==> config.mk <==
export PLATFORM = sky130hd
export DESIGN_NAME = uevt_timer
export DESIGN_NICKNAME = d
export VERILOG_FILES = /design/src/rtl/uevt_timer.sv
export SDC_FILE = /design/constraint.sdc
export NUM_CORES = 1
export LEC_CHECK = 0
export ABC_AREA = 1
export CAP_MARGIN = 40
export CORE_UTILIZATION = 55
export DETAILED_ROUTE_END_ITERATION = 6
export GPL_TIMING_DRIVEN = 0
export PLACE_DENSITY = 0.75
export SLEW_MARGIN = 20
export SYNTH_ARGS = -nofsm -noshare
export SYNTH_HDL_FRONTEND = slang
export SYNTH_SLANG_ARGS = --single-unit
==> constraint.sdc <==
create_clock -name clk -period 6.5 [get_ports clk]
set_input_delay 0.975 -clock clk [delete_from_list [all_inputs] [get_ports clk]]
set_output_delay 0.975 -clock clk [all_outputs]
set_load 0.01 [all_outputs]
==> src/rtl/uevt_timer.sv <==
module uevt_timer #(
  parameter int CW = 16
) (
  input  logic          clk,
  input  logic          rst_n,
  input  logic          we,
  input  logic [2:0]    addr,
  input  logic [CW-1:0] wdata,
  output logic [CW-1:0] rdata,
  output logic          trig_out,
  output logic          dma_req,
  output logic          irq
);
  localparam logic [2:0] A_CTRL = 3'd0, A_IEN = 3'd1, A_STAT = 3'd2, A_EVT = 3'd3,
                         A_CNT = 3'd4, A_PSC = 3'd5, A_ARR = 3'd6;
  localparam logic [2:0] M_SWU = 3'b000, M_RUN = 3'b001, M_UPD = 3'b010;

  logic          run, urs, arpe, ie, de, flag, trig_q, dma_q;
  logic [2:0]    mode;
  logic [CW-1:0] cnt, pcnt, psc_buf, psc_act, arr_buf, arr_act;

  wire ug      = we && addr == A_EVT && wdata[0];
  wire tick    = run && pcnt >= psc_act;
  wire [CW-1:0] arr_eff = arpe ? arr_act : arr_buf;
  wire ovf     = tick && cnt >= arr_eff;
  wire uev     = ovf || ug;
  wire flag_ev = ovf || (ug && !urs);

  always_ff @(posedge clk or negedge rst_n) begin
    if (!rst_n) begin
      run <= 1'b0; urs <= 1'b0; arpe <= 1'b0; mode <= 3'd0;
      ie <= 1'b0; de <= 1'b0; flag <= 1'b0;
    end else begin
      if (we && addr == A_CTRL) begin
        run  <= wdata[0];
        urs  <= wdata[1];
        arpe <= wdata[2];
        mode <= wdata[6:4];
      end
      if (we && addr == A_IEN) begin
        ie <= wdata[0];
        de <= wdata[1];
      end
      if (flag_ev) flag <= 1'b1;
      else if (we && addr == A_STAT && !wdata[0]) flag <= 1'b0;
    end
  end

  always_ff @(posedge clk or negedge rst_n) begin
    if (!rst_n) begin
      psc_buf <= '0;
      arr_buf <= '1;
    end else begin
      if (we && addr == A_PSC) psc_buf <= wdata;
      if (we && addr == A_ARR) arr_buf <= wdata;
    end
  end

  always_ff @(posedge clk or negedge rst_n) begin
    if (!rst_n) begin
      cnt <= '0; pcnt <= '0; psc_act <= '0; arr_act <= '1;
    end else if (uev) begin
      cnt     <= '0;
      pcnt    <= '0;
      psc_act <= psc_buf;
      arr_act <= arr_buf;
    end else begin
      if (we && addr == A_CNT) cnt <= wdata;
      else if (tick)           cnt <= cnt + 1'b1;
      if (tick)     pcnt <= '0;
      else if (run) pcnt <= pcnt + 1'b1;
    end
  end

  always_ff @(posedge clk or negedge rst_n) begin
    if (!rst_n) begin
      trig_q <= 1'b0;
      dma_q  <= 1'b0;
    end else begin
      trig_q <= (mode == M_UPD && uev) || (mode == M_SWU && ug);
      dma_q  <= flag_ev && de;
    end
  end

  assign trig_out = trig_q || (mode == M_RUN && run);
  assign dma_req  = dma_q;
  assign irq      = flag && ie;

  always_comb begin
    case (addr)
      A_CTRL:  rdata = {{(CW-7){1'b0}}, mode, 1'b0, arpe, urs, run};
      A_IEN:   rdata = {{(CW-2){1'b0}}, de, ie};
      A_STAT:  rdata = {{(CW-1){1'b0}}, flag};
      A_CNT:   rdata = cnt;
      A_PSC:   rdata = psc_buf;
      A_ARR:   rdata = arr_buf;
      default: rdata = '0;
    endcase
  end
endmodule

==> metrics.txt <==
# TYPE chip_impl_metric gauge
chip_impl_metric{name="grt.total_usage",unit="%"} 33.30
chip_impl_info{name="cell_breakdown_of_the_critical_path",value="clkdlybuf4s50_1 > inv_2 > nor3_4 > clkbuf_1 > nand2_1 > nand4_1 > clkdlybuf4s50_1"} 1
chip_impl_info{name="worst_setup_path_start_kind",value="primary input"} 1
chip_impl_metric{name="cts-htree-levels",unit=""} 3
chip_impl_info{name="path_delay_family",value="buffers and inverters"} 1
chip_impl_metric{name="seq_power_share",unit="%"} 44.1
chip_impl_metric{name="synth_cell_types",unit=""} 41
chip_impl_metric{name="pin_count_of_the_biggest_net_entering_global_routing",unit=""} 56
chip_impl_metric{name="cell_int_power",unit="uW"} 1446
chip_impl_metric{name="via_count",unit=""} 5957
chip_impl_metric{name="first_global_vias",unit=""} 5881
chip_impl_metric{name="swShare",unit="%"} 35.88
chip_impl_metric{name="power_total",unit="uW"} 2256
chip_impl_metric{name="vias_per_inst",unit=""} 5.817
chip_impl_metric{name="cts-root-to-sink-buffers",unit=""} 2
chip_impl_metric{name="worstSkewPairLatency",unit="ns"} 0.36
chip_impl_metric{name="worst-slew-pin-transition",unit="ns"} 0.7236
chip_impl_metric{name="place.gp.congestion",unit=""} 0.9361
chip_impl_metric{name="net-switching-power",unit="uW"} 809.2
chip_impl_metric{name="yosysSeqAreaShare",unit="%"} 42.81
chip_impl_metric{name="critical_path_buffer_and_inverter_count",unit=""} 4
chip_impl_metric{name="layout-drive-gt1-share",unit="%"} 9.955
chip_impl_metric{name="antenna_found_initial",unit=""} 0
chip_impl_metric{name="hold_buffers",unit=""} 0
chip_impl_metric{name="cp.required",unit="ns"} 5.52
chip_impl_metric{name="nNetsFinal",unit=""} 935
chip_impl_metric{name="place_worst_setup_slack",unit="ns"} 2.136
chip_impl_metric{name="worst_slew_margin_rel",unit="%"} 51.76
chip_impl_metric{name="initial_core_util",unit="%"} 57.55
chip_impl_metric{name="final_core_util",unit="%"} 65.56
chip_impl_metric{name="fmaxAchievable",unit="GHz"} 0.2259
chip_impl_metric{name="clk_pin_slew_worst_paths",unit="ns"} 0.07
chip_impl_metric{name="die_x",unit="um"} 109.4
chip_impl_metric{name="fill_cells",unit=""} 966
chip_impl_metric{name="detail_route.iter0.violations",unit=""} 526
chip_impl_metric{name="worst_ir_drop_vdd",unit="uV"} 252.3
chip_impl_info{name="worst_hold_path_type",value="reg2reg"} 1
chip_impl_metric{name="critPathMaxFanout",unit=""} 10
chip_impl_metric{name="postSynthAreaPerCell",unit="um^2"} 7.667
chip_impl_metric{name="core_area",unit="mm^2"} 0.01103
chip_impl_metric{name="comb_power_share",unit="%"} 31.2
chip_impl_metric{name="finalHoldViolations",unit=""} 0
chip_impl_metric{name="fin_area",unit="mm^2"} 0.007232
chip_impl_metric{name="number_of_port_buffers",unit=""} 39
chip_impl_metric{name="area.growth.synth_to_final",unit="%"} 13.91
chip_impl_metric{name="wire_length_of_the_first_global_routing_pass",unit="um"} 29650
chip_impl_metric{name="post_cts_repair_timing_setup_buffer_count",unit=""} 0
chip_impl_metric{name="fin_crit_sh",unit="%"} 68.10
chip_impl_metric{name="die-height",unit="um"} 109.4
chip_impl_metric{name="arrival",unit="ns"} 3.45
chip_impl_info{name="clockRootBuffer",value="clkbuf_16"} 1
chip_impl_metric{name="postLayoutSetupSlackWorst",unit="ns"} 2.074
chip_impl_metric{name="cts-resized-gates",unit=""} 0
chip_impl_metric{name="syn_area",unit="mm^2"} 0.006349
chip_impl_metric{name="finalWorstPathRequiredPeriod",unit="ns"} 4.426
chip_impl_metric{name="timing.max_cap.violations",unit=""} 0
chip_impl_info{name="worstSetupPathType",value="in2out"} 1
chip_impl_metric{name="globalRouteOverflowTotal",unit=""} 0
chip_impl_metric{name="synthCells",unit=""} 828
chip_impl_metric{name="clock_skew",unit="ns"} 0.007230
chip_impl_info{name="outcome",value="completed"} 1
chip_impl_metric{name="fin_tns_setup",unit="ns"} 0
chip_impl_metric{name="synthesis.yosys.warnings",unit=""} 0
chip_impl_metric{name="cts_made_buffers",unit=""} 9
chip_impl_metric{name="placedInstanceArea",unit="mm^2"} 0.006943
chip_impl_metric{name="powerDensity",unit="mW/mm^2"} 311.9
chip_impl_info{name="tritoncts",value="built"} 1
chip_impl_metric{name="ys_seq_elements",unit=""} 107
chip_impl_metric{name="fp-row-count",unit=""} 38
chip_impl_info{name="cp_slowest_cell",value="clkdlybuf4s50_1"} 1
chip_impl_metric{name="cts.sinks",unit=""} 107
chip_impl_metric{name="crit_path_max_incr_delay",unit="ns"} 0.58
chip_impl_info{name="final_common_cell",value="nand2_1"} 1
chip_impl_info{name="critical_path.most_common_cell",value="clkdlybuf4s50_1"} 1
chip_impl_metric{name="clkPwrFrac",unit="%"} 24.6
chip_impl_metric{name="setup_viol",unit=""} 0
chip_impl_metric{name="hpwlAfterDp",unit="um"} 13610
chip_impl_metric{name="antenna_cells",unit=""} 0
chip_impl_metric{name="routed_wire_length_per_instance",unit="um"} 18.11
chip_impl_metric{name="dr.pass1.iters",unit=""} 5
chip_impl_metric{name="route.antenna.remaining_nets",unit=""} 0
chip_impl_metric{name="maxSlewViolCount",unit=""} 0
chip_impl_info{name="cp-end-kind",value="output port"} 1
chip_impl_metric{name="power.static_leakage",unit="uW"} 0.003409
chip_impl_metric{name="drc",unit=""} 0
chip_impl_info{name="grt_setup_unrepaired",value="no"} 1
chip_impl_info{name="mostFrequentLayoutCells",value="253 x nand2_1, 102 x inv_1, 93 x o21ai_0"} 1
chip_impl_metric{name="drt_wl_total",unit="um"} 18550
chip_impl_metric{name="postSynthNetCount",unit=""} 884
chip_impl_metric{name="design.die.area",unit="mm^2"} 0.01198
chip_impl_metric{name="pin_count",unit=""} 41
routing by layer:
metal,global-route usage [%],wire length [um],up-vias
met5,0,0,-
met4,13.71,502,0
met3,6.343,1544,40
met2,53.73,8660,278
met1,44.04,7836,2826
li1,-,-,2813
state kept, by name, indices dropped and copies added (netlist names):
name     count
arr_buf     16
de           1
psc_buf     16
cnt         16
arpe         1
trig_q       1
urs          1
dma_req      1
pcnt        16
run          1
psc_act     16
ie           1
arr_act     16
mode         3
flag         1
synthesized netlist by cell type, drive strengths merged:
master   instances  area, um^2
nand2          258       985.9
inv            108       407.9
o21ai          108       540.5
dfrtp           75        1877
nand3           45       242.7
ha              34       425.4
dfstp           32       840.8
nand4           29       181.4
nor2            27       106.4
a21oi           19       95.09
buf             19       132.6
nor3            15       112.6
clkbuf          13       48.80
xor2            12       105.1
o211ai          10       75.07
o22ai            7       43.79
o2111ai          3       26.28
or2              3       18.77
a31oi            2       12.51
a21boi           1       7.510
a21o             1       7.510
a221oi           1       8.760
a22o             1       8.760
a22oi            1       7.510
a31o             1       8.760
and2             1       6.260
o21a             1       7.510
o21bai           1       7.510
tightest hold or removal path, cell delays in order (launching register included):
cell and delay (ns):
dfstp_2 0.39, nand2_1 0.06, nand2_1 0.05
final timing paths:
kind | start | endpoint | slack [ns] | cells after the start
setup / recovery | addr[2] | rdata[6] | 2.07 | 7
hold / removal | arr_buf[0]$_DFFE_PN1P_ | arr_act[0]$_DFFE_PN1P_ | 0.49 | 2
setup reg to reg | arpe$_DFFE_PN0P_ | arr_act[6]$_DFFE_PN1P_ | 3.33 | 14
hold reg to reg | arr_buf[0]$_DFFE_PN1P_ | arr_act[0]$_DFFE_PN1P_ | 0.49 | 2
max in group asynchronous | rst_n | arr_buf[10]$_DFFE_PN1P_ | 5.25 | 2
min in group asynchronous | rst_n | pcnt[7]$_DFFE_PN0P_ | 0.56 | 1
through the flow:
step | hold WS (ns) | instances
floorplan | 0.4566 | 828
global placement | 0.4753 | 1007
detailed placement | 0.4762 | 1008
CTS | 0.4897 | 1024
global route | 0.5017 | 1024
finish | 0.4912 | 1024
area by class of cell:
type | count | area, um^2 | area share [%]
multi-input combinational | 581 | 3042 | 42.06
sequential | 107 | 2718 | 37.58
timing repair buffer | 40 | 419.2 | 5.796
inverter | 108 | 407.9 | 5.640
clock buffer | 14 | 254.0 | 3.512
buffer | 32 | 181.4 | 2.509
tap | 140 | 175.2 | 2.422
clock inverter | 2 | 35.03 | 0.4844
cells by family after synthesis:
family	Yosys count	synth area share [%]
compound gates	157	13.50
xor+xnor	12	1.655
fa+ha+maj	34	6.701
buf+inv	140	9.283
flops	107	42.81
simple gates	378	26.05
power by group through the flow:
| stage | sequential [uW] | clock (uW) | combinational [uW] |
|---|---|---|---|
| floorplan | 954 | 0 | 495 |
| global placement | 993 | 0 | 662 |
| detailed placement | 1000 | 0 | 694 |
| CTS | 990 | 561 | 701 |
| global route | 1010 | 583 | 813 |
| finish | 995 | 556 | 705 |
(Power assumes the default switching activity.)
